===== config.mk =====
export PLATFORM = sky130hd
export DESIGN_NAME = cl_ctrl_line_unit
export DESIGN_NICKNAME = d
export VERILOG_FILES = /design/src/rtl/cl_pkg.sv /design/src/rtl/cl_sync.sv /design/src/rtl/cl_edge_flag.sv /design/src/rtl/cl_c2_strobe.sv /design/src/rtl/cl_ctrl_line_unit.sv
export SDC_FILE = /design/constraint.sdc
export NUM_CORES = 1
export LEC_CHECK = 0
export BUFFER_PORTS_ARGS = -buffer_cell sky130_fd_sc_hd__buf_4
export CAP_MARGIN = 20
export CORE_AREA = 2 2 39 41
export DETAILED_ROUTE_END_ITERATION = 8
export DIE_AREA = 0 0 41 43
export PLACE_DENSITY = 0.66
export SLEW_MARGIN = 20
export SYNTH_ARGS = -nofsm -noshare
export SYNTH_HDL_FRONTEND = slang
export SYNTH_SLANG_ARGS = --single-unit

===== constraint.sdc =====
create_clock -name clk -period 1.9 [get_ports clk]
set_clock_uncertainty 0.15 [all_clocks]
set_input_delay 0.38 -clock clk [delete_from_list [all_inputs] [get_ports clk]]
set_output_delay 0.38 -clock clk [all_outputs]
set_load 0.05 [all_outputs]

===== src/rtl/cl_pkg.sv =====
`timescale 1ns/1ps
package cl_pkg;
  localparam int CTRL_W = 6;

  // Field positions inside the configuration word
  localparam int B_IRQ1_EN = 0;
  localparam int B_C1_POL  = 1;
  localparam int B_C2_SEL  = 3;
  localparam int B_C2_POL  = 4;
  localparam int B_C2_OUT  = 5;

  // Line two operating mode, decoded from bits 5:4
  typedef enum logic [1:0] {
    C2M_IN_A   = 2'b00,
    C2M_IN_B   = 2'b01,
    C2M_STROBE = 2'b10,
    C2M_STATIC = 2'b11
  } c2_mode_e;
endpackage


===== src/rtl/cl_sync.sv =====
`timescale 1ns/1ps
module cl_sync #(
  parameter int STAGES = 2
) (
  input  logic clk,
  input  logic rst_n,
  input  logic d_i,
  output logic q_o
);
  logic [STAGES-1:0] chain_q;
  logic [STAGES-1:0] chain_d;

  always_comb begin
    chain_d = {chain_q[STAGES-2:0], d_i};
  end

  always_ff @(posedge clk or negedge rst_n) begin
    if (!rst_n) chain_q <= '0;
    else        chain_q <= chain_d;
  end

  assign q_o = chain_q[STAGES-1];
endmodule


===== src/rtl/cl_edge_flag.sv =====
`timescale 1ns/1ps
// Armed edge detector with a latched flag and a post-clear lockout.
module cl_edge_flag (
  input  logic clk,
  input  logic rst_n,
  input  logic line_i,    // synchronized line level
  input  logic act_hi_i,  // 1: low-to-high is active
  input  logic en_i,      // detection enabled
  input  logic e_fall_i,
  input  logic sel_i,
  input  logic clr_i,
  output logic flag_o,
  output logic edge_o     // active edge seen this cycle
);
  logic arm_q, arm_d;
  logic lock_q, lock_d;
  logic flag_q, flag_d;
  logic at_active;
  logic hit;

  always_comb begin
    at_active = (line_i == act_hi_i);
    hit       = arm_q & en_i & at_active;

    // arming: an enable pulse must see the inactive level first
    arm_d = arm_q;
    if (!en_i || hit)              arm_d = 1'b0;
    else if (e_fall_i && !at_active) arm_d = 1'b1;

    // lockout after a clearing read, released by a deselected pulse
    lock_d = lock_q;
    if (clr_i)                    lock_d = 1'b1;
    else if (e_fall_i && !sel_i)  lock_d = 1'b0;

    flag_d = flag_q;
    if (clr_i || !en_i)           flag_d = 1'b0;
    else if (hit && !lock_q)      flag_d = 1'b1;
  end

  always_ff @(posedge clk or negedge rst_n) begin
    if (!rst_n) begin
      arm_q  <= 1'b0;
      lock_q <= 1'b0;
      flag_q <= 1'b0;
    end else begin
      arm_q  <= arm_d;
      lock_q <= lock_d;
      flag_q <= flag_d;
    end
  end

  assign flag_o = flag_q;
  assign edge_o = hit;
endmodule


===== src/rtl/cl_c2_strobe.sv =====
`timescale 1ns/1ps
// Automatic handshake strobe for control line two.
module cl_c2_strobe #(
  parameter bit SIDE_B = 1'b0
) (
  input  logic       clk,
  input  logic       rst_n,
  input  logic [2:0] mode_i,    // config bits 5:3
  input  logic       e_rise_i,
  input  logic       e_fall_i,
  input  logic       sel_i,
  input  logic       access_i,  // data read (A) or write (B)
  input  logic       c1_edge_i,
  output logic       level_o
);
  logic lvl_q, lvl_d;
  logic pend_q, pend_d;
  logic dsl_q, dsl_d;
  logic active;
  logic trig;
  logic e_restore;

  always_comb begin
    active = (mode_i[2:1] == 2'b10);
    trig   = SIDE_B ? e_rise_i : e_fall_i;
    e_restore = SIDE_B ? (e_rise_i & dsl_q) : (e_fall_i & ~sel_i);

    lvl_d  = lvl_q;
    pend_d = pend_q;
    dsl_d  = dsl_q;

    if (!active) begin
      lvl_d  = 1'b1;
      pend_d = 1'b0;
      dsl_d  = 1'b0;
    end else if (access_i) begin
      pend_d = 1'b1;
    end else if (pend_q && trig) begin
      lvl_d  = 1'b0;
      pend_d = 1'b0;
      dsl_d  = 1'b0;
    end else if (!lvl_q) begin
      if (!mode_i[0]) begin
        if (c1_edge_i) lvl_d = 1'b1;
      end else begin
        if (e_restore) begin
          lvl_d = 1'b1;
          dsl_d = 1'b0;
        end else if (e_fall_i && !sel_i) begin
          dsl_d = 1'b1;
        end
      end
    end
  end

  always_ff @(posedge clk or negedge rst_n) begin
    if (!rst_n) begin
      lvl_q  <= 1'b1;
      pend_q <= 1'b0;
      dsl_q  <= 1'b0;
    end else begin
      lvl_q  <= lvl_d;
      pend_q <= pend_d;
      dsl_q  <= dsl_d;
    end
  end

  assign level_o = lvl_q;
endmodule


===== src/rtl/cl_ctrl_line_unit.sv =====
`timescale 1ns/1ps
module cl_ctrl_line_unit #(
  parameter bit SIDE_B      = 1'b0,
  parameter int SYNC_STAGES = 2,
  parameter int RST_STAGES  = 2
) (
  input  logic                      clk,
  input  logic                      rst_n,
  input  logic [cl_pkg::CTRL_W-1:0] ctrl_i,
  input  logic                      e_rise_i,
  input  logic                      e_fall_i,
  input  logic                      sel_i,
  input  logic                      data_rd_i,
  input  logic                      data_wr_i,
  input  logic                      c1_i,
  input  logic                      c2_i,
  output logic [1:0]                flags_o,
  output logic                      irq_o,
  output logic                      c2_o,
  output logic                      c2_oe_o
);
  import cl_pkg::*;

  localparam int NLINES = 2;

  // reset: asserted asynchronously, released through a flop chain
  logic [RST_STAGES-1:0] rst_chain_q;
  logic                  rst_core_n;

  always_ff @(posedge clk or negedge rst_n) begin
    if (!rst_n) rst_chain_q <= '0;
    else        rst_chain_q <= {rst_chain_q[RST_STAGES-2:0], 1'b1};
  end
  assign rst_core_n = rst_chain_q[RST_STAGES-1];

  // per-line control
  logic [NLINES-1:0] line_raw;
  logic [NLINES-1:0] line_s;
  logic [NLINES-1:0] line_pol;
  logic [NLINES-1:0] line_en;
  logic [NLINES-1:0] line_flag;
  logic [NLINES-1:0] line_edge;
  c2_mode_e          c2_mode;

  always_comb begin
    c2_mode     = c2_mode_e'(ctrl_i[B_C2_OUT:B_C2_POL]);
    line_raw    = {c2_i, c1_i};
    line_pol    = {ctrl_i[B_C2_POL], ctrl_i[B_C1_POL]};
    line_en     = {~ctrl_i[B_C2_OUT], 1'b1};
  end

  for (genvar g = 0; g < NLINES; g++) begin : g_line
    cl_sync #(.STAGES(SYNC_STAGES)) u_sync (
      .clk   (clk),
      .rst_n (rst_core_n),
      .d_i   (line_raw[g]),
      .q_o   (line_s[g])
    );

    cl_edge_flag u_flag (
      .clk      (clk),
      .rst_n    (rst_core_n),
      .line_i   (line_s[g]),
      .act_hi_i (line_pol[g]),
      .en_i     (line_en[g]),
      .e_fall_i (e_fall_i),
      .sel_i    (sel_i),
      .clr_i    (data_rd_i),
      .flag_o   (line_flag[g]),
      .edge_o   (line_edge[g])
    );
  end

  // handshake strobe on line two
  logic strobe_lvl;
  logic port_access;

  assign port_access = SIDE_B ? data_wr_i : data_rd_i;

  cl_c2_strobe #(.SIDE_B(SIDE_B)) u_strobe (
    .clk       (clk),
    .rst_n     (rst_core_n),
    .mode_i    (ctrl_i[B_C2_OUT:B_C2_SEL]),
    .e_rise_i  (e_rise_i),
    .e_fall_i  (e_fall_i),
    .sel_i     (sel_i),
    .access_i  (port_access),
    .c1_edge_i (line_edge[0]),
    .level_o   (strobe_lvl)
  );

  // outputs
  always_comb begin
    flags_o = {line_flag[0], line_flag[1]};
    irq_o   = (line_flag[0] & ctrl_i[B_IRQ1_EN])
            | (line_flag[1] & ctrl_i[B_C2_SEL] & ~ctrl_i[B_C2_OUT]);
    c2_oe_o = ctrl_i[B_C2_OUT];
    unique case (c2_mode)
      C2M_STATIC: c2_o = ctrl_i[B_C2_SEL];
      C2M_STROBE: c2_o = strobe_lvl;
      default:    c2_o = 1'b1;
    endcase
  end
endmodule


# [Yosys cells after proc, flatten, opt, wreduce, memory -nomap -nowiden]
# Cells that the tools add are included.
[totals] regBits=13 inputBits=15 out_inout_bits=5 wordCells=64
[op_classes] reduce_logical=17 muxes=21 bitwise_logic=10 eq_ne=6
[op_table] op="two-way mux 1 bit" count=20
[op_table] op="nonzero test 2 bit" count=5
[op_table] op="AND 1 bit" count=7
[op_table] op="logical AND 1 bit" count=6
[op_table] op="== test 2 bit (second input constant)" count=2
[op_table] op="zero test 1 bit" count=4
[op_table] op="inequality test 3 bit (second input constant)" count=1
[op_table] op="== test 1 bit" count=2
[op_table] op="logical OR 1 bit" count=2
[op_table] op="inequality test 2 bit (second input constant)" count=1
[op_table] op="NOT 1 bit" count=2
[op_table] op="case mux 1 bit (2 select lines)" count=1
[op_table] op="bitwise OR 1 bit" count=1

# [Logic depth before layout (Yosys ltp)]
# Gate-level depths: netlist of run 1.
[depth] word_depth=8 depth_mapped=3 mapped_depth_nobuf=3

# [Hierarchy]
# A second synthesis of run 1 with hierarchy kept.
[unflattened] cells_unflattened=47 area_unflattened_um2=576.8
[modules_own_cells] mod="cl_edge_flag" seq_area_each_um2=75.1 cells_each=12 n_inst=2 area_each_um2=140.1
[modules_own_cells] mod="cl_c2_strobe" seq_area_each_um2=51.3 cells_each=11 n_inst=1 area_each_um2=107.6
[modules_own_cells] mod="cl_sync" seq_area_each_um2=50.0 cells_each=2 n_inst=2 area_each_um2=50.0
[modules_own_cells] mod="cl_ctrl_line_unit" seq_area_each_um2=50.0 cells_each=8 n_inst=1 area_each_um2=88.8

# [Worst setup path before layout of run 1]
# OpenSTA, ideal clock, no wires.
[synth_timing] path_kind="in2out" from="input ctrl_i[3] (netlist bit)" to="output irq_o" path_slack_ps=-135 path_buffers=0 path_stages=2 arrival_ps=1505 t_required_ps=1370 path_cell_list="nand2_1 -> o21ai_0"
[synth_between] elab_chain_cells=3
[synth_lines] item="start: declaration" line_no="cl_ctrl_line_unit.sv:9" rtl="input logic [cl_pkg::CTRL_W-1:0] ctrl_i,"
[synth_lines] item="AND 1 bit (2 in a row)" line_no="cl_ctrl_line_unit.sv:96" rtl="| (line_flag[1] & ctrl_i[B_C2_SEL] & ~ctrl_i[B_C2_OUT]);"
[synth_lines] item="bitwise OR 1 bit" line_no="cl_ctrl_line_unit.sv:96"
[synth_lines] item="end: declaration" line_no="cl_ctrl_line_unit.sv:18" rtl="output logic irq_o,"
# No other way between the ends.

# [Final worst setup path of run 1]
[layout_timing] from="register u_strobe.lvl_q (netlist: u_strobe.level_o)" to="output c2_o"
[layout_between] elab_chain_cells=1
[layout_lines] item="start: declaration" line_no="cl_c2_strobe.sv:16" rtl="logic lvl_q, lvl_d;"
[layout_lines] item="start signal: assignment" line_no="cl_c2_strobe.sv:62" rtl="lvl_q <= lvl_d;"
[layout_lines] item="case mux 1 bit (2 select lines)" line_no="cl_ctrl_line_unit.sv:98" rtl="unique case (c2_mode)"
[layout_lines] item="end: declaration" line_no="cl_ctrl_line_unit.sv:19" rtl="output logic c2_o,"
# No other way between the ends.

==> summary.md, run 1 <==
| Metric | Value |
|---|---|
| Die Footprint | `0.00176 mm2` |
| Syn Std Cell Area | `519 um2` |
| Synthesized instance count | `45` |
| IO Count | `20` |
| Die width | `41 um` |
| Placeable core area | `0.00138 mm2` |
| CTS tree | `done` |
| Final Hold Fails | `0` |
| Switching Fraction | `23.3%` |
| Post-Layout Cell Count | `79` |
| #FFs+latches synth | `13` |
| Min-Delay Path Class | `reg2async` |
| Crit path DAT | `1110 ps` |
| Final ANT Viol Nets | `0` |
| P_int | `0.000402 W` |
| Std cell rows | `14` |
| Root buf cell | `clkbuf_4` |
| WL met2 | `415 um` |
| Clk pin slew, worst setup/hold paths | `70 ps` |
| DR WL met3 | `65 um` |
| Antenna diodes | `0` |
| Ys Warns | `0` |
| Sequential share of power | `57.2%` |
| Sum Neg Setup Slack | `0 ps` |
| Final period util | `86.3%` |
| First-pass GRT wire length | `1400 um` |
| Avg Inst Size Synth | `11.5 um2` |
| DRC Markers | `0` |
| Worst endpoint required time | `1370 ps` |
| CTS sink cnt | `13` |
| Crit path time final | `1640 ps` |
| Top routing layer used | `met3` |
| Placed cells | `74` |
| Crit Path Category | `reg2out` |
| Clock power share | `30.3%` |
| NetSw | `0.000122 W` |
| Share of layout cells above drive strength 1 | `36.5%` |
| Fmax | `0.610 GHz` |
| Port Buf Inserts | `16` |
| Drt initial violations | `1` |
| # Post-CTS Setup Buffers | `0` |
| CTS Buffer Depth | `2` |
| CTS Buf Count | `3` |
| Logic pwr share | `12.5%` |
| H-tree depth | `1` |
| Vias in the first global route | `380` |
| Cell area power density | `780 mW/mm2` |
| Syn Nets | `60` |
| Static Leak | `0.317 nW` |
| DIE HEIGHT | `43 um` |
| Critical path launch point type | `flop` |
| Peak VDD IR | `0.421 mV` |
| Share of the synthesized area in the top cell type | `57.8%` |
| Wl on met1 | `342 um` |
| Largest net degree at the start of global routing | `12` |
| MaxCap Viol Count | `0` |
| Antenna violations before repair | `0` |
| Cts repair resizes | `0` |
| Pre-antenna DRT Iters | `2` |
| Final number of setup-violating endpoints | `0` |
| Crit-path max FO | `2` |
| Area grow syn2layout | `29.6%` |
| Pins Over Slew Limit | `0` |
| Total length of routed wires | `823 um` |
| Gr usage total | `12.3%` |
| Via count | `372` |
| Cell Area, Placed | `637 um2` |
| Synth unique cells | `19` |
| Overflow after GRT | `0` |
| GP Congestion | `0.663` |
| Clock latency on the worst-skew pair | `260 ps` |
| Leading area contributor after synthesis | `dfrtp_1` |
| CP Capture Type | `primary output` |
| Initial cell density of the core | `37.5%` |
| Status | `completed` |
| WL per Instance | `10.4 um` |
| Vias per Instance | `4.71` |
| Final nets | `79` |
| Post-synthesis sequential area ratio | `62.9%` |
| Hold buffers post-CTS | `1` |
| Synth top area cells | `dfrtp_1 (58%), dfstp_2 (5.1%), buf_4 (4.3%)` |
| Design area | `673 um2` |
| RSZ-0062 raised after global routing | `no` |
state kept, by name (all words and copies together), names as in the netlist:
| name | count |
|---|---|
| g_line.u_flag.arm_q | 2 |
| g_line.u_flag.lock_q | 1 |
| u_strobe.level_o | 1 |
| g_line.u_sync.chain_q | 4 |
| u_strobe.pend_q | 1 |
| g_line.u_flag.flag_o | 2 |
| rst_chain_q | 2 |
cell usage after synthesis:
cell	number
dfrtp_1	12
nor2_1	6
buf_4	3
nand2_1	3
nor3_1	3
a31oi_1	2
inv_1	2
o21ai_0	2
xnor2_1	2
a21oi_1	1
a22oi_2	1
and4bb_1	1
conb_1	1
dfstp_2	1
mux2i_1	1
nand2b_1	1
nand2b_2	1
nand3_1	1
nor3_2	1
worst paths after layout:
check | start | endpoint | depth (start not counted) | slack [ps]
setup / recovery | u_strobe.level_o | c2_o | 3 | 260
hold / removal | rst_chain_q[1] | g_line[1].u_sync.chain_q[0] | 0 | 20
setup reg to reg | g_line[0].u_sync.chain_q[1] | u_strobe.level_o | 3 | 770
hold reg to reg | rst_chain_q[1] | g_line[1].u_sync.chain_q[0] | 0 | 20
max in group asynchronous | rst_n | rst_chain_q[1] | 2 | 1240
min in group clk | c2_i | g_line[1].u_sync.chain_q[0] | 1 | 70
per-stage QoR:
stage,power (W),utilization [%],setup WS (ps),hold WS (ps)
floorplan,0.000339,-,243,-65.6
global placement,0.000369,46.0,475,12.5
detailed placement,0.000371,46.0,461,14.1
CTS,0.000538,48.6,239,48.1
global route,0.000556,48.6,216,44.7
finish,0.000525,48.6,260,22.2
power groups by stage:
| stage | registers (W) | clock network [W] | logic, W |
|---|---|---|---|
| 6_report | 0.000300 | 0.000159 | 0.0000655 |
| 5_1_grt | 0.000303 | 0.000182 | 0.0000711 |
| 4_1_cts | 0.000301 | 0.000171 | 0.0000662 |
| 3_5_place_dp | 0.000306 | 0 | 0.0000644 |
| 3_3_place_gp | 0.000306 | 0 | 0.0000631 |
| 2_1_floorplan | 0.000304 | 0 | 0.0000349 |
logic make-up (layout without fill, tap and decap cells):
group                  Yosys count  count (layout)  share of synthesized area, %
AO/OA/AOI/OAI                    6               6                          7.71
AND/OR/NAND/NOR                 17              17                          17.6
other                            1               1                         0.722
XOR/XNOR                         2               2                          3.37
buffers and inverters            5              23                          5.78
multiplexers                     1               1                          1.93
flip-flops                      13              13                          62.9
area by class of cell:
class | count | area, um2
clock buffers | 4 | 26.3
fillers | 130 | 711
inverters | 2 | 7.51
multi-input cells | 27 | 163
flip-flops and latches | 13 | 327
well taps | 16 | 20.0
repair buffers | 17 | 130
routing by layer:
| layer | GRT usage (%) | up-vias |
|---|---|---|
| met3 | 4.71 | 0 |
| met5 | 0 | - |
| li1 | - | 183 |
| met2 | 18.8 | 13 |
| met4 | 8.00 | 0 |
| met1 | 13.4 | 176 |
cell usage in the layout (no fill, tap or decap), types with 2 or more instances in the layout:
| cell type | synthesis | final |
|---|---|---|
| buf_4 | 3 | 16 |
| dfrtp_1 | 12 | 12 |
| nor2_1 | 6 | 6 |
| nand2_1 | 3 | 3 |
| nor3_1 | 3 | 3 |
| clkbuf_4 | 0 | 3 |
| inv_1 | 2 | 2 |
| xnor2_1 | 2 | 2 |
| a31oi_1 | 2 | 2 |
worst max-delay path, cell delays in order, from the launching register on:
cell	delay (ps)
dfstp_2	540
mux2i_1	60
nand2_1	60
buf_4	190
Note: power is estimated with default switching activity, not from simulation.
==> run 2, diff against run 1 <==
--- a/config.mk
+++ b/config.mk
@@ -7,10 +7,10 @@
 export LEC_CHECK = 0
 export BUFFER_PORTS_ARGS = -buffer_cell sky130_fd_sc_hd__buf_4
 export CAP_MARGIN = 20
-export CORE_AREA = 2 2 39 41
+export CORE_MARGIN = 2
+export CORE_UTILIZATION = 40
 export DETAILED_ROUTE_END_ITERATION = 8
-export DIE_AREA = 0 0 41 43
-export PLACE_DENSITY = 0.66
+export PLACE_DENSITY = 0.67
 export SLEW_MARGIN = 20
 export SYNTH_ARGS = -nofsm -noshare
 export SYNTH_HDL_FRONTEND = slang
==> summary.md, run 2 (synthesis results as in run 1) <==
| Metric | Value |
|---|---|
| Status | `completed` |
| Static Leak | `0.317 nW (unchanged)` |
| Worst reg2reg startpoint | `g_line[0].u_sync.chain_q[1]` |
| Flop2flop setup slack | `690 ps (-80 ps)` |
| DRC Markers | `0 (unchanged)` |
| RSZ-0062 raised after global routing | `no` |
| Commonest cells after routing, fill and taps aside | `buf_4 (16), dfrtp_1 (12), nor2_1 (6)` |
| Share of layout cells above drive strength 1 | `36.5% (unchanged)` |
| CP endpoint | `c2_o` |
| Peak VDD IR | `0.532 mV (+26%)` |
| Via count | `378 (+1.6%)` |
| GP Congestion | `0.713 (+7.6%)` |
| Most flops, register | `g_line.u_sync.chain_q` |
| CTS Buf Count | `3 (unchanged)` |
| FF-to-FF End | `u_strobe.level_o` |
| Root buf cell | `clkbuf_4` |
| Antenna diodes | `0 (unchanged)` |
| Overflow after GRT | `0 (unchanged)` |
| CTS Buffer Depth | `2 (unchanged)` |
| Final Hold Fails | `0 (unchanged)` |
| WL per Instance | `11.8 um (+13%)` |
| R2R cell count | `3 (unchanged)` |
| Crit-path max FO | `2 (unchanged)` |
| IO Count | `20 (unchanged)` |
| Final nets | `79 (unchanged)` |
| Max reg flops | `4 (unchanged)` |
| Vias per Instance | `4.91 (+4.3%)` |
| Sum Neg Setup Slack | `0 ps (unchanged)` |
| Antenna violations before repair | `0 (unchanged)` |
| Min-Delay Path Class | `reg2async` |
| Worst endpoint required time | `1370 ps (about the same)` |
| Placeable core area | `0.00116 mm2 (-16%)` |
| CP Capture Type | `primary output` |
| Largest net degree at the start of global routing | `12 (unchanged)` |
| First-pass GRT wire length | `1510 um (+7.9%)` |
| Final period util | `86.4% (about the same)` |
| Gr usage total | `15.2% (+2.9 points)` |
| Area grow syn2layout | `29.2%` |
| Die width | `40.0 um (-2.4%)` |
| Hpwl dp | `650 um` |
| Setup WS post-layout | `259 ps (-0.917 ps)` |
| Clk pin slew, worst setup/hold paths | `80 ps (about the same)` |
| Pins Over Slew Limit | `0 (unchanged)` |
| Critical path launch point type | `flop` |
| CTS sink cnt | `13 (unchanged)` |
| DIE HEIGHT | `40.0 um (-6.9%)` |
| Vias in the first global route | `373 (-1.8%)` |
| Crit Path Category | `reg2out` |
| Pre-antenna DRT Iters | `2 (unchanged)` |
| Total length of routed wires | `907 um (+10%)` |
| Die Footprint | `0.00160 mm2 (-9.1%)` |
| H-tree depth | `1 (unchanged)` |
| Register Area | `327 um2 (unchanged)` |
| Fill cell count | `102 (-22%)` |
| Drt initial violations | `11 (+10)` |
| Cts repair resizes | `0 (unchanged)` |
| MaxCap Viol Count | `0 (unchanged)` |
| Initial cell density of the core | `44.9% (+7.4 points)` |
| Fmax | `0.609 GHz (about the same)` |
| Crit path time final | `1640 ps (+0.917 ps)` |
| Port Buf Inserts | `16 (unchanged)` |
| Post-Place Worst Slack | `464 ps (+2.86 ps)` |
| CP Launch Point | `u_strobe.level_o` |
| Clock latency on the worst-skew pair | `270 ps (about the same)` |
| Std cell rows | `12 (-2)` |
| Area of the multi-input gates | `163 um2 (unchanged)` |
| Cell area power density | `792 mW/mm2 (+1.5%)` |
| Final ANT Viol Nets | `0 (unchanged)` |
| Power Total | `0.000531 W (+1.2%)` |
| CTS tree | `done` |
| Most common cell after layout, fill and taps aside | `buf_4` |
| Final number of setup-violating endpoints | `0 (unchanged)` |
| Crit path DAT | `1110 ps (about the same)` |
[run 2: cell type report]
type | instances | share of cell area (%)
inverters | 2 | 1.12
clock buffers | 4 | 3.92
flip-flops and latches | 13 | 48.7
multi-input cells | 27 | 24.3
repair buffers | 17 | 19.4
well taps | 14 | 2.61
[run 2: per-layer routing]
layer  part of all wire (%)  wire length (um)  global-route usage (%)  vias to the layer above
met5                      0                 0                       0                        -
met4                      0                 0                    2.59                        0
met3                    9.0                82                    8.33                        0
met2                     51               464                    26.2                       16
met1                     40               359                    16.5                      180
li1                       -                 -                       -                      182
[run 2: repair_timing]
item	4_1_cts	5_1_grt
hold buffers	1	0
hold endpoints to repair	2	0
setup endpoints to repair	0	0
setup buffers	0	0
[run 2: worst max-delay path, stage by stage (launching register included)]
cell and delay [ps]:
dfstp_2 540, mux2i_1 60, nand2_1 60, buf_4 190
[run 2: through the flow]
| stage | hold slack [ps] | cell area (um2) | util, % | cells |
|---|---|---|---|---|
| 2_1_floorplan | -65.6 | 519 | - | 45 |
| 3_3_place_gp | 12.4 | 634 | 54.9 | 72 |
| 3_5_place_dp | 12.7 | 634 | 54.9 | 72 |
| 4_1_cts | 42.8 | 671 | 58.0 | 77 |
| 5_1_grt | 52.3 | 671 | 58.0 | 77 |
| 6_report | 29.3 | 671 | 58.0 | 77 |
[run 2: worst min path at each step]
stage,start,slack [ps],depth (start not counted),end
2_1_floorplan,rst_n,-70,0,rst_chain_q[0]
6_report,rst_chain_q[1],30,0,g_line[1].u_flag.lock_q
4_1_cts,rst_chain_q[1],40,0,g_line[1].u_flag.lock_q
5_1_grt,c2_i,50,1,g_line[1].u_sync.chain_q[0]
3_5_place_dp,rst_n,10,1,rst_chain_q[1]
3_3_place_gp,rst_n,10,1,rst_chain_q[0]
[run 2: power by group]
group / total, W / internal, W / switching [W]
sequential: 0.000301 / 0.000290 / 0.0000112
clock: 0.000163 / 0.0000812 / 0.0000820
combinational: 0.0000663 / 0.0000311 / 0.0000352
==> run 3, diff against run 2 <==
--- a/config.mk
+++ b/config.mk
@@ -10,6 +10,7 @@
 export CORE_MARGIN = 2
 export CORE_UTILIZATION = 40
 export DETAILED_ROUTE_END_ITERATION = 8
+export GPL_TIMING_DRIVEN = 0
 export PLACE_DENSITY = 0.67
 export SLEW_MARGIN = 20
 export SYNTH_ARGS = -nofsm -noshare
==> summary.md, run 3 (synthesis results as in run 1) <==
| Metric | Value |
|---|---|
| Final ANT Viol Nets | `0 (unchanged)` |
| Die width | `40.0 um (unchanged)` |
| Total length of routed wires | `958 um (+5.6%)` |
| H-tree depth | `1 (unchanged)` |
| Min-Delay Path Class | `reg2async` |
| Max reg flops | `4 (unchanged)` |
| Die Footprint | `0.00160 mm2 (unchanged)` |
| Final nets | `82 (+3.8%)` |
| CTS Buffer Depth | `2 (unchanged)` |
| CP Capture Type | `primary output` |
| Power Total | `0.000536 W (+0.96%)` |
| DIE HEIGHT | `40.0 um (unchanged)` |
| Antenna diodes | `0 (unchanged)` |
| R2R cell count | `3 (unchanged)` |
| Share of layout cells above drive strength 1 | `39.4% (+2.9 points)` |
| Largest net degree at the start of global routing | `12 (unchanged)` |
| Post-Place Worst Slack | `463 ps (-1.72 ps)` |
| Root buf cell | `clkbuf_4` |
| MaxCap Viol Count | `0 (unchanged)` |
| Crit-path max FO | `2 (unchanged)` |
| Final number of setup-violating endpoints | `0 (unchanged)` |
| Std cell rows | `12 (unchanged)` |
| Final Hold Fails | `0 (unchanged)` |
| Crit path DAT | `1130 ps (+20 ps)` |
| Worst endpoint required time | `1370 ps (about the same)` |
| Cell area power density | `773 mW/mm2 (-2.3%)` |
| Via count | `390 (+3.2%)` |
| RSZ-0062 raised after global routing | `no` |
| Vias in the first global route | `375 (+0.54%)` |
| Final period util | `87.3% (+0.91 points)` |
| Commonest cells after routing, fill and taps aside | `buf_4 (19), dfrtp_1 (12), nor2_1 (6)` |
| Pins Over Slew Limit | `0 (unchanged)` |
| Fmax | `0.603 GHz (-1.0%)` |
| DR WL met3 | `81 um (-1.2%)` |
| Placeable core area | `0.00116 mm2 (unchanged)` |
| CTS tree | `done` |
| First-pass GRT wire length | `1570 um (+4.1%)` |
| Port Buf Inserts | `16 (unchanged)` |
| Hpwl dp | `768 um (+18%)` |
| Initial cell density of the core | `44.9% (unchanged)` |
| CTS Buf Count | `3 (unchanged)` |
| WL met2 | `471 um (+1.5%)` |
| Clk pin slew, worst setup/hold paths | `80 ps (about the same)` |
| Top routing layer used | `met4` |
| Drt initial violations | `3 (-8)` |
| Setup WS post-layout | `242 ps (-17.2 ps)` |
| Sum Neg Setup Slack | `0 ps (unchanged)` |
| Crit Path Category | `reg2out` |
| Area grow syn2layout | `33.5%` |
| GP Congestion | `0.712 (about the same)` |
| Pre-antenna DRT Iters | `3 (+1)` |
| Antenna violations before repair | `0 (unchanged)` |
| Crit path time final | `1660 ps (+17.2 ps)` |
| Most flops, register | `g_line.u_sync.chain_q` |
| Static Leak | `0.333 nW (+4.9%)` |
| Clock latency on the worst-skew pair | `270 ps (about the same)` |
| IO Count | `20 (unchanged)` |
| Vias per Instance | `4.88 (-0.69%)` |
| Critical path launch point type | `flop` |
| Gr usage total | `16.5% (+1.2 points)` |
| Most common cell after layout, fill and taps aside | `buf_4` |
| CTS sink cnt | `13 (unchanged)` |
| WL per Instance | `12.0 um (+1.7%)` |
| # Post-CTS Setup Buffers | `0 (unchanged)` |
| Wl on met1 | `380 um (+5.8%)` |
| Cts repair resizes | `0 (unchanged)` |
| Overflow after GRT | `0 (unchanged)` |
| Peak VDD IR | `0.376 mV (-29%)` |
| DRC Markers | `0 (unchanged)` |
| Status | `completed` |
==> run 3: changes by cell type in the layout (fill, tap and decap cells not counted) <==
cell / delta
buf_4: +3
==> run 3: path summary, 6_finish.rpt <==
kind                                              from                          end  slack [ps]
max                                   u_strobe.level_o                         c2_o         240
min                                     rst_chain_q[1]  g_line[0].u_sync.chain_q[0]          30
max reg2reg                g_line[0].u_sync.chain_q[1]             u_strobe.level_o         760
min reg2reg                             rst_chain_q[1]  g_line[0].u_sync.chain_q[0]          30
max in group asynchronous               rst_chain_q[1]             u_strobe.level_o        1240
min in group clk                                  c1_i  g_line[0].u_sync.chain_q[0]          60
==> run 3: power by group <==
group          switching, W  leakage, nW  internal (W)  total [W]
combinational     0.0000349        0.160     0.0000334  0.0000682
clock             0.0000853       0.0150     0.0000814   0.000167
sequential        0.0000111        0.158      0.000290   0.000301
total              0.000131        0.333      0.000405   0.000536
==> run 3: metal layers <==
metal / GRT usage, % / vias up
li1: - / 190
met1: 16.3 / 180
met2: 27.0 / 16
met3: 6.67 / 4
met4: 12.9 / 0
met5: 0 / -
==> run 3: timing repair <==
item,in CTS,in global routing
setup endpoints to repair,0,0
hold buffers,1,0
hold endpoints to repair,2,0
==> run 3: per-stage QoR <==
step                hold WS (ps)  area [um2]  cells  utilization [%]
floorplan                  -65.6         519     45                -
detailed placement          13.0         657     75             56.8
global placement            12.3         657     75             56.8
CTS                         47.5         693     80             60.0
global route                41.5         693     80             60.0
finish                      26.1         693     80             60.0
==> run 3: critical path, cell delays in order, from the launching register on <==
cell	delay (ps)
dfstp_2	540
mux2i_1	60
nand2_1	70
buf_4	190
==> run 3: cell type report <==
type	instances	area, um2
fill	103	463
inverter	2	7.51
tap	14	17.5
buffer	3	22.5
clock buffer	4	26.3
timing repair buffer	17	130
multi-input combinational	27	163
sequential	13	327
